$ cat src/rtl/desc_pkg.sv
package desc_pkg;
    localparam int KEY_W = 11;
    localparam int TAP_HI = 10;   // polynomial term x^11
    localparam int TAP_LO = 8;    // polynomial term x^9
    localparam int CODE_BITS = 5;
    localparam int LOCK_GROUPS = 12;
    localparam int LOCK_RUN = CODE_BITS * LOCK_GROUPS;   // 60 descrambled ones
    localparam int REFRESH_RUN = 58;

    typedef logic [KEY_W-1:0] key_reg_t;

    typedef enum logic {
        ST_HUNT = 1'b0,
        ST_LOCK = 1'b1
    } sync_state_e;

    typedef struct packed {
        logic valid;
        logic data;
    } bit_beat_t;

    function automatic logic next_key(input key_reg_t r);
        return r[TAP_HI] ^ r[TAP_LO];
    endfunction
endpackage

$ cat src/rtl/desc_keygen.sv
module desc_keygen
    import desc_pkg::*;
(
    input  logic clk,
    input  logic rst,
    input  logic adv,
    input  logic train,
    input  logic rx_bit,
    output logic key_bit,
    output logic predict_ok
);
    key_reg_t kreg;

    assign key_bit    = next_key(kreg);
    assign predict_ok = (key_bit == ~rx_bit);

    always_ff @(posedge clk) begin
        if (rst) begin
            kreg <= '0;
        end else if (adv) begin
            kreg <= {kreg[KEY_W-2:0], train ? ~rx_bit : key_bit};
        end
    end

    assert_hold_when_idle_R4: assert property (@(posedge clk) disable iff (rst)
        !adv |=> $stable(kreg));
endmodule

$ cat src/rtl/desc_lockmon.sv
module desc_lockmon
    import desc_pkg::*;
#(
    parameter int HOLD_BITS = 90250,
    parameter int FILL_BITS = KEY_W,
    parameter int ACQ_RUN = LOCK_RUN,
    parameter int REF_RUN = REFRESH_RUN
) (
    input  logic clk,
    input  logic rst,
    input  logic adv,
    input  logic predict_ok,
    input  logic plain_bit,
    output logic locked
);
    localparam int FW = $clog2(FILL_BITS + 1);
    localparam int MW = $clog2(ACQ_RUN + 1);
    localparam int RW = $clog2(REF_RUN + 1);
    localparam int TW = $clog2(HOLD_BITS + 1);

    sync_state_e   state;
    logic [FW-1:0] fill_cnt;
    logic [MW-1:0] match_cnt;
    logic [RW-1:0] run_cnt;
    logic [TW-1:0] timer;
    logic          refresh;

    assign locked  = (state == ST_LOCK);
    assign refresh = locked && adv && plain_bit && (run_cnt == RW'(REF_RUN - 1));

    always_ff @(posedge clk) begin
        if (rst) begin
            state     <= ST_HUNT;
            fill_cnt  <= '0;
            match_cnt <= '0;
            run_cnt   <= '0;
            timer     <= '0;
        end else if (adv) begin
            case (state)
                ST_HUNT: begin
                    if (fill_cnt != FW'(FILL_BITS)) begin
                        fill_cnt <= fill_cnt + 1'b1;
                    end else if (!predict_ok) begin
                        match_cnt <= '0;
                    end else if (match_cnt == MW'(ACQ_RUN - 1)) begin
                        state     <= ST_LOCK;
                        match_cnt <= '0;
                        run_cnt   <= '0;
                        timer     <= TW'(HOLD_BITS);
                    end else begin
                        match_cnt <= match_cnt + 1'b1;
                    end
                end
                default: begin
                    if (refresh) begin
                        timer   <= TW'(HOLD_BITS);
                        run_cnt <= '0;
                    end else if (timer == TW'(1)) begin
                        state     <= ST_HUNT;
                        fill_cnt  <= '0;
                        match_cnt <= '0;
                        run_cnt   <= '0;
                        timer     <= '0;
                    end else begin
                        timer   <= timer - 1'b1;
                        run_cnt <= plain_bit ? run_cnt + 1'b1 : '0;
                    end
                end
            endcase
        end
    end

    assert_lock_after_run_R2: assert property (@(posedge clk) disable iff (rst)
        $rose(locked) |-> ($past(match_cnt) == MW'(ACQ_RUN - 1)) && ($past(fill_cnt) == FW'(FILL_BITS)));
    assert_drop_on_expiry_R5: assert property (@(posedge clk) disable iff (rst)
        $fell(locked) |-> $past(adv) && ($past(timer) == TW'(1)));
    assert_refresh_reload_R6: assert property (@(posedge clk) disable iff (rst)
        refresh |=> locked && (timer == TW'(HOLD_BITS)) && (run_cnt == '0));
    assert_timer_idle_R4: assert property (@(posedge clk) disable iff (rst)
        !adv |=> $stable(timer) && $stable(state));
endmodule

$ cat src/rtl/idle_lock_descrambler.sv
module idle_lock_descrambler
    import desc_pkg::*;
#(
    parameter int HOLD_BITS = 90250
) (
    input  logic clk,
    input  logic rst,
    input  logic in_valid,
    input  logic in_bit,
    input  logic bypass,
    output logic out_valid,
    output logic out_bit,
    output logic locked
);
    logic      key_bit;
    logic      predict_ok;
    logic      plain_bit;
    bit_beat_t out_q;

    desc_keygen u_keygen (
        .clk        (clk),
        .rst        (rst),
        .adv        (in_valid),
        .train      (!locked),
        .rx_bit     (in_bit),
        .key_bit    (key_bit),
        .predict_ok (predict_ok)
    );

    assign plain_bit = in_bit ^ key_bit;

    desc_lockmon #(.HOLD_BITS(HOLD_BITS)) u_lockmon (
        .clk        (clk),
        .rst        (rst),
        .adv        (in_valid),
        .predict_ok (predict_ok),
        .plain_bit  (plain_bit),
        .locked     (locked)
    );

    always_ff @(posedge clk) begin
        if (rst) begin
            out_q <= '0;
        end else begin
            out_q.valid <= in_valid && (bypass || locked);
            out_q.data  <= bypass ? in_bit : plain_bit;
        end
    end

    assign out_valid = out_q.valid;
    assign out_bit   = out_q.data;

    assert_valid_needs_lock_R3: assert property (@(posedge clk) disable iff (rst)
        out_valid |-> $past(in_valid) && ($past(locked) || $past(bypass)));
    assert_gap_no_output_R4: assert property (@(posedge clk) disable iff (rst)
        !in_valid |=> !out_valid);
    assert_bypass_raw_R8: assert property (@(posedge clk) disable iff (rst)
        (bypass && in_valid) |=> out_valid && (out_bit == $past(in_bit)));
endmodule

$ cat config.mk
export PLATFORM = sky130hd
export DESIGN_NAME = idle_lock_descrambler
export DESIGN_NICKNAME = d
export VERILOG_FILES = /design/src/rtl/desc_pkg.sv /design/src/rtl/desc_keygen.sv /design/src/rtl/desc_lockmon.sv /design/src/rtl/idle_lock_descrambler.sv
export SDC_FILE = /design/constraint.sdc
export NUM_CORES = 1
export LEC_CHECK = 0
export ABC_CLOCK_PERIOD_IN_PS = 2200
export BUFFER_PORTS_ARGS = -buffer_cell sky130_fd_sc_hd__buf_2
export CORE_MARGIN = 3
export CORE_UTILIZATION = 45
export CTS_CLUSTER_SIZE = 28
export DETAILED_ROUTE_END_ITERATION = 10
export PLACE_DENSITY = 0.74
export SLEW_MARGIN = 20
export SYNTH_ARGS = -nofsm -noshare
export SYNTH_HDL_FRONTEND = slang
export SYNTH_HIERARCHICAL = 1
export SYNTH_SLANG_ARGS = --single-unit
export TNS_END_PERCENT = 50
$ cat constraint.sdc
create_clock -name clk -period 2.2 [get_ports clk]
set_input_delay 0.22 -clock clk [delete_from_list [all_inputs] [get_ports clk]]
set_output_delay 0.22 -clock clk [all_outputs]
set_load 0.01 [all_outputs]
==> results of run 1 <==
-- critical path, stage by stage (launching register included) --
cell and delay [ps]:
dfxtp_1 340, xnor2_2 230, xnor2_1 160, and4b_1 290, a41oi_1 150, buf_4 220, nor4_1 290, xnor2_1 160
nor2_1 50
-- cells by family (layout without fill, tap and decap cells) --
| logic type | count (synthesis) | in the layout | synth area share [%] |
|---|---|---|---|
| DFF | 47 | 47 | 39.4 |
| xor gates and xnor gates | 16 | 16 | 5.86 |
| adders and majority gates | 6 | 6 | 3.14 |
| buffers and inverters | 23 | 37 | 3.93 |
| muxes | 11 | 11 | 4.66 |
| AOI/OAI and AO/OA | 56 | 56 | 16.0 |
| and+or+nand+nor | 111 | 111 | 27.1 |
-- placed cells by master (no fill, tap or decap), types with 4 or more instances in the layout --
| cell | Yosys | routed |
|---|---|---|
| nand3_1 | 4 | 4 |
| buf_2 | 3 | 7 |
| xnor2_1 | 7 | 6 |
| nand4_1 | 7 | 7 |
| dfxtp_1 | 47 | 47 |
| buf_4 | 1 | 8 |
| a31oi_1 | 6 | 5 |
| inv_1 | 13 | 13 |
| mux2i_1 | 10 | 10 |
| a21oi_1 | 11 | 11 |
| nand2_1 | 18 | 18 |
| xor2_1 | 9 | 8 |
| o21ai_0 | 11 | 11 |
| clkbuf_8 | 0 | 5 |
| nor3_1 | 8 | 8 |
| nor2_1 | 37 | 37 |
| ha_1 | 6 | 6 |
-- sequential cells by signal (all words and copies together) (netlist names) --
signal and count:
u_lockmon/fill_cnt 4, u_lockmon/timer 17, u_lockmon/run_cnt 6, u_lockmon/locked 1, u_lockmon/match_cnt 6, out_bit 1, u_keygen/kreg 11, out_valid 1
-- routing by layer --
metal | part of all wire (%) | vias to the layer above | global-route usage [%]
met3 | 6.0 | 10 | 3.51
li1 | - | 1005 | -
met4 | 1.8 | 0 | 7.39
met5 | 0 | - | 0
met1 | 47 | 929 | 21.0
met2 | 45 | 51 | 27.3
-- worst paths after layout --
path | startpoint | end | slack (ps) | cells past startpoint
max reg2reg | u_keygen/kreg[10]$_SDFFE_PP0P_ | u_lockmon/timer[6]$_SDFFE_PP0P_ | 190 | 8
max | u_keygen/kreg[10]$_SDFFE_PP0P_ | u_lockmon/timer[6]$_SDFFE_PP0P_ | 190 | 8
min | bypass | out_valid$_SDFF_PP0_ | 190 | 3
min reg2reg | u_lockmon/timer[16]$_SDFFE_PP0P_ | u_lockmon/timer[16]$_SDFFE_PP0P_ | 480 | 2
-- stage by stage --
step	instance area, um2	cells	util, %
detailed placement	2530	343	51.5
global placement	2530	343	51.5
CTS	2650	351	53.9
finish	2680	351	54.5
floorplan	2390	270	-
global route	2680	351	54.5
-- synth_stat cells, types with 2 or more instances --
cell      instances
dfxtp_1          47
nor2_1           37
nand2_1          18
inv_1            13
a21oi_1          11
o21ai_0          11
mux2i_1          10
xor2_1            9
nor3_1            8
nand4_1           7
xnor2_1           7
a31oi_1           6
ha_1              6
clkbuf_1          5
nand3_1           4
nor3b_1           4
a41oi_1           3
buf_2             3
nand3b_1          3
o211ai_1          3
o31ai_1           3
o32ai_1           3
or3_1             3
a311oi_1          2
a31o_2            2
a32o_1            2
and3_1            2
and4_1            2
nand2b_1          2
nor2b_1           2
nor4_4            2
o22ai_1           2
or4_1             2
-- timing repair --
action,4_1_cts,5_1_grt
gates resized for setup,1,4
setup buffers,0,0
setup endpoints to repair,2,24
-- cell type report --
type,instances,area (um2)
well taps,67,83.8
flip-flops and latches,47,941
clock buffers,5,68.8
inverters,14,52.6
clock inverters,3,46.3
fillers,457,2230
repair buffers,15,95.1
multi-input cells,200,1390
-- power by group --
group	switching, mW	internal (mW)
sequential	0.00449	0.857
clock	0.304	0.342
combinational	0.0424	0.0256
==> impl_metrics.ini, run 1 <==
[status]
status = completed

[yosys]
ys_seq_elements = 47
synth_area_leader_cell = dfxtp_1
yosysWarnings = 6
netlist.area_leader.share_pct = 39.4
synthFlopType = dfxtp_1
synth_area_leaders = dfxtp_1 39%, nor2_1 5.8%, mux2i_1 4.2%
ys_seq_area_share_pct = 39.4
netlist_area_um2 = 2390
synth_edf_count = 0
async_flop_share_pct = 0
synthCells = 270
synth_cell_types = 59
avgSynthCellArea_um2 = 8.85
synth_fp_nets = 281

[placement]
hpwlAfterDp_um = 3350
io_buffers = 7
gp_congestion = 0.906
place_ws_ps = 12.0

[setup_path]
required_ps = 2390
path_class = reg2reg
critPathCaptureType = register
path_max_fanout = 15
critPathArrivalTime_ps = 2200
startpoint_type = register

[sta]
rsz0062_at_grt = no
fin_skew_ps = 12.4
fin_ws_ps = 191
setup_viol = 0
fmax_mhz = 498
finalSetupTns_ps = 0
slew_viol_final = 0
layout_min_cycle_time_ps = 2010
period_share_pct = 91.3
max_slew_margin_pct = 64.5
worst_pin_slew_ps = 529
hold_viol_final = 0
hold_ws_ps = 191

[clock_tree]
cts_tree = yes
cts_made_buffers = 5
postCtsHoldBufs = 0
clock_latency_ps = 300
clk_pin_slew_worst_paths_ps = 90
cts.sinks = 47
htree_levels = 2
cts.path.max_buffers = 2
clock-root-buffer = clkbuf_8

[global_route]
grt_pass1_wl_um = 8410
grt_overflow = 0
grt_max_degree = 33
grt_pass1_vias = 1902
antenna_found_initial = 0
grt_usage_pct = 16.7

[layout]
layout-drive-gt1-share_pct = 13.7
area_growth_pct = 12.0
fin_nets = 294
num_antenna_cells = 0

[drt]
vias = 1995
via_per_inst = 5.68
firstDrtPassIters = 5
ant_nets = 0
drc_errors = 0
first_iter_violations = 194
wl_per_cell_um = 13.8
wirelength_um = 4850

[floorplan]
fp.dieW_um = 78.9
core_area_um2 = 4910
initial_core_util_pct = 48.7
die-area_um2 = 6220
ios = 8
die_height_um = 78.9
row_count = 25

[power]
ir_worst_vdd_uv = 263
p_leak_nw = 1.02
total_power_mw = 1.58
p_per_area_nw_per_um2 = 588

[job]
cap_violations = 0

[hold_path]
hold_path_class = in2reg
Power figures use the tool's default switching activity.
==> run 2: changes to the inputs <==
--- a/config.mk
+++ b/config.mk
@@ -7,6 +7,7 @@
 export LEC_CHECK = 0
 export ABC_CLOCK_PERIOD_IN_PS = 2200
 export BUFFER_PORTS_ARGS = -buffer_cell sky130_fd_sc_hd__buf_2
+export CORE_ASPECT_RATIO = 0.9
 export CORE_MARGIN = 3
 export CORE_UTILIZATION = 45
 export CTS_CLUSTER_SIZE = 28
==> impl_metrics.ini, run 2 (same netlist as run 1, synthesis figures left out) <==
[status]
status = completed

[floorplan]
row_count = 24
core_area_um2 = 4980
initial_core_util_pct = 47.9
die-area_um2 = 6220
die_height_um = 75.1
fp.dieW_um = 82.8
ios = 8

[power]
p_seq_share_pct = 53.9
p_leak_nw = 1.02
p_int_mw = 1.26
p_per_area_nw_per_um2 = 598
p_switching_mw = 0.341
pwr-share-clk_pct = 41.8
combinationalPowerShare_pct = 4.3
p_sw_share_pct = 21.4
ir_worst_vdd_uv = 264
total_power_mw = 1.60

[layout]
largestRegisters = u_lockmon/timer (17), u_keygen/kreg (11)
fin_nets = 294
num_antenna_cells = 0
mostFrequentLayoutCells = 47 x dfxtp_1, 37 x nor2_1, 18 x nand2_1, 13 x inv_1
area_growth_pct = 11.8
layout-drive-gt1-share_pct = 14.1
final_common_cell = dfxtp_1
final_core_util_pct = 53.6
largest_register_ffs = 17
regMostFlops = u_lockmon/timer

[global_route]
grt_max_degree = 19
grt_pass1_vias = 1865
grt_usage_pct = 16.7
grt_pass1_wl_um = 8580
grt_overflow = 0
antenna_found_initial = 0

[sta]
worst_pin_slew_ps = 521
max_slew_margin_pct = 65.0
hold_ws_ps = 230
hold_viol_final = 0
rsz0062_at_grt = yes
setup_viol = 0
period_share_pct = 94.2
fin_skew_ps = 5.58
fmax_mhz = 482
finalSetupTns_ps = 0
fin_ws_ps = 127
layout_min_cycle_time_ps = 2070
slew_viol_final = 0

[drt]
via_per_inst = 5.61
met2_length_um = 2190
wl_per_cell_um = 14.0
wirelength_um = 4890
routed.top_layer = met4
first_iter_violations = 108
vias = 1957
wl_met3_um = 183
drc_errors = 0
firstDrtPassIters = 4
met1_length_um = 2480
ant_nets = 0

[job]
cap_violations = 0

[clock_tree]
cts_tree = yes
cts_made_buffers = 5
clock-root-buffer = clkbuf_8
clock_latency_ps = 300
clk_pin_slew_worst_paths_ps = 90
cts.sinks = 47
cts.path.max_buffers = 2
htree_levels = 2

[setup_path]
critPathArrivalTime_ps = 2310
path_class = reg2reg
startpoint_type = register
critPathCaptureType = register
path_max_fanout = 4
max_stage_delay_ps = 420
crit_path_top_delay_cell = or4_1
worstPathCellList = xnor2_2 -> xnor2_1 -> and4b_2 -> a41o_1 -> nand3_4 -> or4_1 -> a21oi_1
required_ps = 2430

[placement]
gp_congestion = 0.827
hpwlAfterDp_um = 3400
io_buffers = 7
place_ws_ps = 94.9

[hold_path]
hold_path_class = in2reg
[run 2: changes by cell type in the layout (fill, tap and decap cells not counted), sizes merged]
cell / delta
clkbuf: +1
clkinvlp: -1
[run 2: area by class of cell]
| class | count | area (um2) |
|---|---|---|
| Sequential cell | 47 | 941 |
| Clock inverter | 2 | 38.8 |
| Timing Repair Buffer | 15 | 95.1 |
| Multi-Input combinational cell | 200 | 1380 |
| Inverter | 14 | 52.6 |
| Tap cell | 65 | 81.3 |
| Fill cell | 463 | 2310 |
| Clock buffer | 6 | 82.6 |
[run 2: worst paths after layout]
check                                   startpoint                          endpoint  slack [ps]  cells past startpoint
hold / removal                              bypass              out_valid$_SDFF_PP0_         230                      3
hold reg to reg   u_lockmon/timer[16]$_SDFFE_PP0P_  u_lockmon/timer[16]$_SDFFE_PP0P_         490                      2
setup reg to reg     u_keygen/kreg[8]$_SDFFE_PP0P_  u_lockmon/timer[11]$_SDFFE_PP0P_         130                      7
setup / recovery     u_keygen/kreg[8]$_SDFFE_PP0P_  u_lockmon/timer[11]$_SDFFE_PP0P_         130                      7
[run 2: power groups by stage]
stage	clock, mW	sequential [mW]	combinational, mW
after floorplan	0	0.882	0.0443
after global placement	0	0.881	0.0659
after detailed placement	0	0.882	0.0668
after CTS	0.685	0.862	0.0671
after global routing	0.719	0.863	0.0759
final	0.668	0.862	0.0680
[run 2: through the flow]
step,instances,cell area (um2)
4_1_cts,349,2650
3_3_place_gp,341,2520
6_report,349,2670
2_1_floorplan,270,2390
5_1_grt,349,2670
3_5_place_dp,341,2520
[run 2: per-layer routing]
metal / vias to the layer above / global-route usage [%]
met2: 26 / 27.4
met3: 5 / 3.83
met4: 0 / 5.26
met5: - / 0
met1: 919 / 22.3
li1: 1007 / -
[run 2: worst max-delay path, delay by kind of cell (launching register included)]
kind,cells,cell delay [ps]
xor gates and xnor gates,2,430
AOI/OAI and AO/OA,2,390
DFF,1,350
and+or+nand+nor,3,840
[run 2: timing repair]
| item | CTS | global route |
|---|---|---|
| buffers inserted | 0 | 0 |
| hold buffers | 0 | 0 |
| resized for setup | 0 | 5 |
| endpoints found under the setup margin | 0 | 18 |
==> run 3: changes to the inputs <==
--- a/config.mk
+++ b/config.mk
@@ -12,7 +12,6 @@
 export CORE_UTILIZATION = 45
 export CTS_CLUSTER_SIZE = 28
 export DETAILED_ROUTE_END_ITERATION = 10
-export PLACE_DENSITY = 0.74
 export SLEW_MARGIN = 20
 export SYNTH_ARGS = -nofsm -noshare
 export SYNTH_HDL_FRONTEND = slang
==> impl_metrics.ini, run 3 (same netlist as run 1, synthesis figures left out) <==
[drt]
drc_errors = 0
routed.top_layer = met4
met1_length_um = 2590
vias = 1985
wl_per_cell_um = 13.9
wl_met3_um = 237
wirelength_um = 4880
ant_nets = 0
via_per_inst = 5.64
first_iter_violations = 147
firstDrtPassIters = 5
met2_length_um = 2030

[setup_path]
path_max_fanout = 4
startpoint_type = register
path_class = reg2reg
critPathArrivalTime_ps = 2330
required_ps = 2440
critPathCaptureType = register

[power]
p_seq_share_pct = 54.5
p_sw_share_pct = 22.4
ir_worst_vdd_uv = 316
p_switching_mw = 0.354
combinationalPowerShare_pct = 4.2
pwr-share-clk_pct = 41.3
p_int_mw = 1.23
p_per_area_nw_per_um2 = 586
p_leak_nw = 1.04

[layout]
layout-drive-gt1-share_pct = 15.0
nFillCells = 476
area_growth_pct = 12.9
mostFrequentLayoutCells = 47 x dfxtp_1, 37 x nor2_1, 18 x nand2_1, 13 x inv_1
instances_no_fill = 352
largestRegisters = u_lockmon/timer (17), u_keygen/kreg (11)
num_antenna_cells = 0
final_core_util_pct = 54.1
regMostFlops = u_lockmon/timer
final_common_cell = dfxtp_1
fin_nets = 297
largest_register_ffs = 17

[clock_tree]
cts_tree = yes
clock_latency_ps = 310
cts.sinks = 47
clock-root-buffer = clkbuf_8
cts.path.max_buffers = 2
htree_levels = 2
cts_made_buffers = 5
postCtsHoldBufs = 0
clk_pin_slew_worst_paths_ps = 90

[sta]
fin_skew_ps = 6.62
hold_viol_final = 0
setup_viol = 0
max_slew_margin_pct = 72.3
hold_ws_ps = 190
worst_pin_slew_ps = 415
fmax_mhz = 478
slew_viol_final = 0
rsz0062_at_grt = yes
layout_min_cycle_time_ps = 2090
period_share_pct = 95.1

[floorplan]
fp.dieW_um = 82.8
initial_core_util_pct = 47.9
core_area_um2 = 4980
die_height_um = 75.1
row_count = 24
ios = 8
die-area_um2 = 6220

[placement]
io_buffers = 7
hpwlAfterDp_um = 3450
place_inst = 344
gp_congestion = 0.774

[hold_path]
hold_path_class = in2reg

[global_route]
grt_overflow = 0
grt_usage_pct = 16.4
grt_max_degree = 20
antenna_found_initial = 0
grt_pass1_vias = 1774
grt_pass1_wl_um = 8360

[job]
cap_violations = 0

[status]
status = completed
[run 3: power by group through the flow]
stage	Combinational, mW	Sequential [mW]	Clock [mW]
floorplan	0.0443	0.882	0
global placement	0.0666	0.881	0
detailed placement	0.0666	0.882	0
CTS	0.0671	0.862	0.672
global route	0.0747	0.863	0.709
finish	0.0669	0.861	0.652
[run 3: metal layers]
metal	vias up	global-route usage (%)
li1	1018	-
met1	918	22.9
met2	45	24.4
met3	4	5.03
met4	0	5.63
met5	-	0
[run 3: cell type report]
class / count / area (um2) / share of cell area (%)
Clock inverter: 3 / 47.5 / 1.76
Inverter: 14 / 52.6 / 1.95
Tap cell: 65 / 81.3 / 3.01
Multi-Input combinational cell: 200 / 1390 / 51.5
Clock buffer: 5 / 68.8 / 2.55
Timing Repair Buffer: 18 / 118 / 4.36
Sequential cell: 47 / 941 / 34.9
[run 3: per-stage QoR]
step / setup slack (ps) / area, um2 / setup TNS, ps / power (mW)
final: 108 / 2700 / 0 / 1.58
after global routing: -9.19 / 2700 / -34.7 / 1.65
after CTS: 20.8 / 2660 / 0 / 1.60
after detailed placement: 28.9 / 2550 / 0 / 0.948
after global placement: 106 / 2550 / 0 / 0.948
after floorplan: 69.0 / 2390 / 0 / 0.926
[run 3: critical path: stages (launching register included)]
cell and delay (ps):
dfxtp_1 350, xnor2_2 160, xnor2_1 260, and4b_2 320
a41o_1 270, nand3_4 110, or4_1 400, a21oi_1 150
[run 3: timing repair]
action / in CTS / in global routing
resized for setup: 0 / 6
endpoints found under the setup margin: 0 / 25
buffers inserted: 0 / 0
[run 3: final timing paths]
check | startpoint | depth (start not counted) | end | slack (ps)
setup / recovery | u_keygen/kreg[8]$_SDFFE_PP0P_ | 7 | u_lockmon/timer[11]$_SDFFE_PP0P_ | 110
hold / removal | bypass | 3 | out_valid$_SDFF_PP0_ | 190
setup reg to reg | u_keygen/kreg[8]$_SDFFE_PP0P_ | 7 | u_lockmon/timer[11]$_SDFFE_PP0P_ | 110
hold reg to reg | u_lockmon/timer[16]$_SDFFE_PP0P_ | 2 | u_lockmon/timer[16]$_SDFFE_PP0P_ | 500
